## config.mk

```make
export PLATFORM = sky130hd
export DESIGN_NAME = rcv_resampler
export DESIGN_NICKNAME = d
export VERILOG_FILES = /design/src/rtl/rcv_pkg.sv /design/src/rtl/rcv_phase_seq.sv /design/src/rtl/rcv_tap_line.sv /design/src/rtl/rcv_poly_mac.sv /design/src/rtl/rcv_resampler.sv
export SDC_FILE = /design/constraint.sdc
export NUM_CORES = 1
export LEC_CHECK = 0
export BUFFER_PORTS_ARGS = -buffer_cell sky130_fd_sc_hd__buf_2
export CORE_UTILIZATION = 37
export CTS_CLUSTER_SIZE = 16
export DETAILED_ROUTE_END_ITERATION = 10
export PLACE_DENSITY_LB_ADDON = 0.12
export SLEW_MARGIN = 5
export SYNTH_ARGS = -nofsm -noshare
export SYNTH_HDL_FRONTEND = slang
export SYNTH_HIERARCHICAL = 1
export SYNTH_SLANG_ARGS = --single-unit
```

## constraint.sdc

```tcl
create_clock -name clk_i -period 19.4 [get_ports clk_i]
set_clock_uncertainty 0.15 [all_clocks]
set_input_delay 0.97 -clock clk_i [delete_from_list [all_inputs] [get_ports clk_i]]
set_output_delay 0.97 -clock clk_i [all_outputs]
set_load 0.02 [all_outputs]
```

## src/rtl/rcv_pkg.sv

```systemverilog
package rcv_pkg;
  function automatic int cdiv(input int a, input int b);
    return (a + b - 1) / b;
  endfunction
endpackage

```

## src/rtl/rcv_phase_seq.sv

```systemverilog
module rcv_phase_seq #(
  parameter int L  = 3,
  parameter int M  = 2,
  parameter int PW = 2,
  parameter int NW = 2
) (
  input  logic          clk_i,
  input  logic          rst_ni,
  input  logic          fire_i,
  input  logic          accept_i,
  input  logic          stall_i,
  output logic [PW-1:0] phase_o,
  output logic          need_zero_o,
  output logic          ready_o
);
  localparam int SW = $clog2(L + M) + 1;

  logic [PW-1:0] phase_q;
  logic [NW-1:0] need_q;
  logic [SW-1:0] sum;
  logic [NW-1:0] consume;
  logic [PW-1:0] next_phase;

  assign sum        = SW'(phase_q) + SW'(M);
  assign consume    = NW'(sum / SW'(L));
  assign next_phase = PW'(sum % SW'(L));

  assign phase_o     = phase_q;
  assign need_zero_o = (need_q == '0);
  // take input when still short of samples, or when this output step uses one
  assign ready_o = ((need_q != '0) && !stall_i) || (fire_i && (consume != '0));

  always_ff @(posedge clk_i or negedge rst_ni) begin
    if (!rst_ni) begin
      phase_q <= '0;
      need_q  <= NW'(1);
    end else if (fire_i) begin
      phase_q <= next_phase;
      need_q  <= consume - NW'(accept_i);
    end else begin
      need_q  <= need_q - NW'(accept_i);
    end
  end

  AST_PHASE_LEGAL: assert property (@(posedge clk_i) disable iff (!rst_ni)
    int'(phase_q) < L);
  AST_FIRE_HAS_DATA: assert property (@(posedge clk_i) disable iff (!rst_ni)
    fire_i |-> need_q == '0);
  AST_STALL_BLOCKS: assert property (@(posedge clk_i) disable iff (!rst_ni)
    stall_i |-> !ready_o);
endmodule

```

## src/rtl/rcv_tap_line.sv

```systemverilog
module rcv_tap_line #(
  parameter int T  = 3,
  parameter int DW = 16
) (
  input  logic            clk_i,
  input  logic            rst_ni,
  input  logic            shift_i,
  input  logic [DW-1:0]   din_i,
  output logic [T*DW-1:0] taps_o
);
  logic [T*DW-1:0] taps_q;

  generate
    if (T == 1) begin : g_single
      always_ff @(posedge clk_i or negedge rst_ni) begin
        if (!rst_ni)      taps_q <= '0;
        else if (shift_i) taps_q <= din_i;
      end
    end else begin : g_multi
      always_ff @(posedge clk_i or negedge rst_ni) begin
        if (!rst_ni)      taps_q <= '0;
        else if (shift_i) taps_q <= {taps_q[(T-1)*DW-1:0], din_i};
      end
    end
  endgenerate

  assign taps_o = taps_q;

  AST_TAP_NEWEST: assert property (@(posedge clk_i) disable iff (!rst_ni)
    shift_i |=> taps_q[DW-1:0] == $past(din_i));
  AST_TAP_IDLE: assert property (@(posedge clk_i) disable iff (!rst_ni)
    !shift_i |=> $stable(taps_q));
endmodule

```

## src/rtl/rcv_poly_mac.sv

```systemverilog
module rcv_poly_mac #(
  parameter int L  = 3,
  parameter int T  = 3,
  parameter int DW = 16,
  parameter int CW = 16,
  parameter int CF = 16,
  parameter int PW = 2,
  parameter logic [L*T*CW-1:0] PAD = '0
) (
  input  logic [PW-1:0]   phase_i,
  input  logic [T*DW-1:0] taps_i,
  output logic [DW-1:0]   y_o
);
  localparam int AW = DW + CW + $clog2(T + 1) + 1;

  logic signed [AW-1:0] acc;
  logic signed [CW-1:0] c;
  logic signed [DW-1:0] d;
  logic signed [AW-1:0] ce;
  logic signed [AW-1:0] de;

  always_comb begin
    acc = '0;
    c   = '0;
    d   = '0;
    ce  = '0;
    de  = '0;
    for (int i = 0; i < T; i++) begin
      c   = PAD[(int'(phase_i) + i*L)*CW +: CW];
      d   = taps_i[i*DW +: DW];
      ce  = AW'(c);
      de  = AW'(d);
      acc = acc + ce * de;
    end
  end

  // floor by dropping fraction bits, wrap by dropping the top
  assign y_o = acc[CF +: DW];
endmodule

```

## src/rtl/rcv_resampler.sv

```systemverilog
module rcv_resampler #(
  parameter int L  = 3,
  parameter int M  = 2,
  parameter int N  = 7,
  parameter int DW = 16,
  parameter int CW = 16,
  parameter int CF = 16,
  parameter logic [N*CW-1:0] COEFS = {16'd1200, 16'd4000, 16'd9000, 16'd12000,
                                      16'd9000, 16'd4000, 16'd1200}
) (
  input  logic          clk_i,
  input  logic          rst_ni,
  input  logic          valid_i,
  input  logic [DW-1:0] data_i,
  output logic          ready_o,
  input  logic          req_i,
  output logic          valid_o,
  output logic [DW-1:0] data_o
);
  localparam int T  = rcv_pkg::cdiv(N, L);
  localparam int PW = (L > 1) ? $clog2(L) : 1;
  localparam int NW = $clog2((L - 1 + M) / L + 1) + 1;
  localparam logic [L*T*CW-1:0] PAD = (L*T*CW)'(COEFS);

  logic            hold_full_q;
  logic [DW-1:0]   hold_data_q;
  logic            need_zero;
  logic            fire;
  logic            accept;
  logic            pop;
  logic            stall;
  logic [PW-1:0]   phase;
  logic [T*DW-1:0] taps;
  logic [DW-1:0]   y;

  assign pop    = hold_full_q && req_i;
  assign stall  = hold_full_q && !req_i;
  assign fire   = need_zero && (!hold_full_q || req_i);
  assign accept = valid_i && ready_o;

  rcv_phase_seq #(.L(L), .M(M), .PW(PW), .NW(NW)) u_seq (
    .clk_i       (clk_i),
    .rst_ni      (rst_ni),
    .fire_i      (fire),
    .accept_i    (accept),
    .stall_i     (stall),
    .phase_o     (phase),
    .need_zero_o (need_zero),
    .ready_o     (ready_o)
  );

  rcv_tap_line #(.T(T), .DW(DW)) u_taps (
    .clk_i   (clk_i),
    .rst_ni  (rst_ni),
    .shift_i (accept),
    .din_i   (data_i),
    .taps_o  (taps)
  );

  rcv_poly_mac #(.L(L), .T(T), .DW(DW), .CW(CW), .CF(CF), .PW(PW), .PAD(PAD)) u_mac (
    .phase_i (phase),
    .taps_i  (taps),
    .y_o     (y)
  );

  always_ff @(posedge clk_i or negedge rst_ni) begin
    if (!rst_ni) begin
      hold_full_q <= 1'b0;
      hold_data_q <= '0;
    end else if (fire) begin
      hold_full_q <= 1'b1;
      hold_data_q <= y;
    end else if (pop) begin
      hold_full_q <= 1'b0;
    end
  end

  assign valid_o = pop;
  assign data_o  = hold_data_q;

  AST_VALID_NEEDS_REQ: assert property (@(posedge clk_i) disable iff (!rst_ni)
    valid_o |-> req_i);
  AST_EMPTY_NO_VALID: assert property (@(posedge clk_i) disable iff (!rst_ni)
    !hold_full_q |-> !valid_o);
  AST_HOLD_KEPT: assert property (@(posedge clk_i) disable iff (!rst_ni)
    (hold_full_q && !req_i) |=> (hold_full_q && $stable(hold_data_q)));
  AST_STALL_NO_TAKE: assert property (@(posedge clk_i) disable iff (!rst_ni)
    (hold_full_q && !req_i) |-> !ready_o);
endmodule

```

==> flow_metrics.env <==
export IMPL_path_common_cell="sky130_fd_sc_hd__fa_1"
export IMPL_critical_path_arrival_ns=10.01
export IMPL_min_period_ns=9.90
export IMPL_drive_above_1_share_pct=7.89
export IMPL_crit_path_end_kind="flop"
export IMPL_grt_usage_pct=19.8
export IMPL_post_route_period_util_pct=51.0
export IMPL_setup_violations_final=0
export IMPL_yosysSeqAreaShare_pct=9.45
export IMPL_async_flop_share_pct=100
export IMPL_place_hpwl_mm=38.7
export IMPL_tritoncts="built"
export IMPL_timing_critical_path_slowest_cell_delay_ns=0.86
export IMPL_place_ws_ns=9.51
export IMPL_clock_latency_ns=0.38
export IMPL_dr_total_vias=11600
export IMPL_final_fill_count=4999
export IMPL_grt_antenna_before_repair=0
export IMPL_ys_types=63
export IMPL_crit_path_launch_type="flop"
export IMPL_clkSinkCount=69
export IMPL_area_taken_by_multi_input_logic_gates_sq_um=14300
export IMPL_antennaDiodeCount=0
export IMPL_worst_path_stages=25
export IMPL_final_max_slew_viol_count=0
export IMPL_synth_most_common_cell="sky130_fd_sc_hd__inv_1"
export IMPL_total_routed_length_mm=45.9
export IMPL_timing_critical_path_slowest_stage_cell="sky130_fd_sc_hd__nor2_1"
export IMPL_ys_ff_latch=69
export IMPL_yosys_area_top_type="sky130_fd_sc_hd__fa_1"
export IMPL_gr_total_overflow=0
export IMPL_ys_warnings_count=6
export IMPL_post_layout_worst_setup_margin_ns=9.50
export IMPL_worstSetupPathType="reg -> reg"
export IMPL_cpLargestDelayFamily="adder cells"
export IMPL_postSynthCellCount=1838
export IMPL_critPathRequiredTime_ns=19.51
export IMPL_netlist_area_leader_share_pct=38.7
export IMPL_max_slew_worst_pin_slew_ns=1.00
export IMPL_post_route_drc_count=0
export IMPL_post_route_cell_area_sq_um=19500
export IMPL_drt_antenna_violating_nets=0
export IMPL_cts_htree_levels=3
export IMPL_synth_flop_cell="sky130_fd_sc_hd__dfrtp_1"
export IMPL_syn_to_final_growth_pct=6.61
export IMPL_cts_buffer_depth=2
export IMPL_setup_reg_to_reg_worst_slack_ns=9.50
export IMPL_placement_io_buffers=37
export IMPL_cts_inserted_buffers=9
export IMPL_grt_first_pass_wirelength_mm=74.7
export IMPL_min_path_type="in -> async"
export IMPL_rsz0062_at_grt="no"
export IMPL_viasPerCell=4.61
export IMPL_postCtsResizedCells=0
export IMPL_post_synth_main_area_contributors="sky130_fd_sc_hd__fa_1 (39%), sky130_fd_sc_hd__ha_1 (21%), sky130_fd_sc_hd__inv_1 (11%)"
export IMPL_hold_ws_ns=0.340
export IMPL_postCtsSetupBuffers=0
export IMPL_netlist_area_sq_um=18300
export IMPL_drt_pre_antenna_iters=5
export IMPL_floorplan_die_area_sq_um=50300
export IMPL_drv_cap=0
export IMPL_clk_pin_slew_worst_paths_ns=0.08
export IMPL_fmax_ghz=0.101
export IMPL_synth_edff_count=0
export IMPL_mappedNetlistNets=2514
export IMPL_finalHoldViolCount=0
export IMPL_initialDrtViolationCount=497
export IMPL_cts_hold_fix_buffers=0
export IMPL_nNetsFinal=2533
export IMPL_worst_slew_margin_rel_pct=33.0
export IMPL_fp_coreArea_sq_um=48800
export IMPL_floorplan_initialDensity_pct=37.4
export IMPL_num_io_pins=38
export IMPL_layout_area_seq_sq_um=1730
export IMPL_vias_in_the_first_global_route=13100
export IMPL_crit_buf_inv=6
export IMPL_num_rows=81
export IMPL_ys_top_cells_by_count="sky130_fd_sc_hd__inv_1 (555), sky130_fd_sc_hd__fa_1 (353), sky130_fd_sc_hd__ha_1 (303), sky130_fd_sc_hd__and2_1 (97), sky130_fd_sc_hd__nand2_1 (87)"
export IMPL_synth_area_per_cell_sq_um=9.95
export IMPL_worstRegToRegCells=25
export IMPL_outcome="finished clean"
export IMPL_worst_path_max_fanout=52
export IMPL_timing_setup_tns_ns=0
export IMPL_place_area_sq_um=19200
export IMPL_cts_root_buffer_type="sky130_fd_sc_hd__clkbuf_16"
export IMPL_dieWidth_um=224
export IMPL_finalWeightedCongestion=0.887
export IMPL_detail_route_wl_per_cell_um=18.2
export IMPL_die_height_um=224
export IMPL_grt_max_degree=53
[worst reg2reg max path, delay by kind of cell (launching register included)]
family / cells / cell delay, ns
buffers and inverters: 6 / 1.00
adders and majority gates: 11 / 5.47
and+or+nand+nor: 5 / 1.84
muxes: 1 / 0.26
xor gates and xnor gates: 1 / 0.12
DFF: 1 / 0.72
AOI/OAI and AO/OA: 1 / 0.23
[cells in the final DEF, fill, tap and decap left out, types with 3 or more instances in the layout]
cell type                   synthesis  layout
sky130_fd_sc_hd__nand2_1           87      87
sky130_fd_sc_hd__a31oi_1            5       5
sky130_fd_sc_hd__o21ai_0           20      20
sky130_fd_sc_hd__nor2b_1           33      33
sky130_fd_sc_hd__xor2_1             7       7
sky130_fd_sc_hd__nand4_1            7       7
sky130_fd_sc_hd__o211ai_1           3       3
sky130_fd_sc_hd__nand3_1            5       5
sky130_fd_sc_hd__fa_1             353     353
sky130_fd_sc_hd__clkbuf_16          0       9
sky130_fd_sc_hd__a21oi_1           24      24
sky130_fd_sc_hd__a21o_1             5       5
sky130_fd_sc_hd__buf_4              0      12
sky130_fd_sc_hd__and2_1            97      96
sky130_fd_sc_hd__nand2b_1          30      30
sky130_fd_sc_hd__mux2_2            35      35
sky130_fd_sc_hd__buf_2              9      36
sky130_fd_sc_hd__and3_1             5       5
sky130_fd_sc_hd__nor3_1             3       3
sky130_fd_sc_hd__inv_1            555     555
sky130_fd_sc_hd__xnor2_1           13      13
sky130_fd_sc_hd__o21a_1             5       5
sky130_fd_sc_hd__a211oi_1           4       4
sky130_fd_sc_hd__mux2_4            29      29
sky130_fd_sc_hd__nor2_1            58      58
sky130_fd_sc_hd__ha_1             303     302
sky130_fd_sc_hd__o21ai_1            8       8
sky130_fd_sc_hd__inv_6              0       3
sky130_fd_sc_hd__dfrtp_1           68      68
[area by class of cell]
class / count / area share (%)
flip-flops and latches: 69 / 8.87
inverters: 556 / 10.7
repair buffers: 48 / 1.39
well taps: 664 / 4.26
clock buffers: 10 / 1.23
clock inverters: 6 / 0.340
multi-input cells: 1173 / 73.2
[cells by family (layout without fill, tap and decap cells)]
logic type	count (synthesis)	after routing	synth area share, %
buf+inv	596	620	12.5
compound gates	95	95	3.47
fa+ha+maj	656	656	59.4
flops	69	69	9.45
mux	64	64	4.54
simple gates	337	337	9.65
other cells	1	1	0.0205
xor+xnor	20	20	0.958
[final timing paths]
| kind | endpoint | from |
|---|---|---|
| worst max-delay path | data_o[8] | u_seq/phase_o[0] |
| worst min-delay path | u_taps/taps_o[15] | rst_ni |
| worst max register to register | data_o[8] | u_seq/phase_o[0] |
| worst min register to register | u_taps/taps_o[45] | u_taps/taps_o[45] |
| max in group asynchronous | u_taps/taps_o[19] | rst_ni |
| min in group clk_i | u_taps/taps_o[45] | u_taps/taps_o[45] |
[routing by layer]
metal | wire length [um] | share of wire (%) | global-route usage, %
met1 | 20700 | 45 | 26.2
met2 | 23000 | 50 | 34.5
met3 | 1230 | 2.7 | 2.19
met4 | 950 | 2.1 | 5.05
met5 | 0 | 0 | 0
[sequential cells by signal, summed over array words and instances, names as in the netlist]
signal	cells
hold_full_q	1
u_taps/taps_o	48
data_o	16
u_seq/phase_o	2
u_seq/need_q	2
[stage by stage]
step           std cells  utilization (%)
6_report            2526             39.9
3_5_place_dp        2510             39.3
2_1_floorplan       1838                -
5_1_grt             2526             39.9
3_3_place_gp        2510             39.3
4_1_cts             2526             39.9
Power is not shown: default switching activity piles up to over one toggle a cycle in this logic, so the estimate is an artifact.
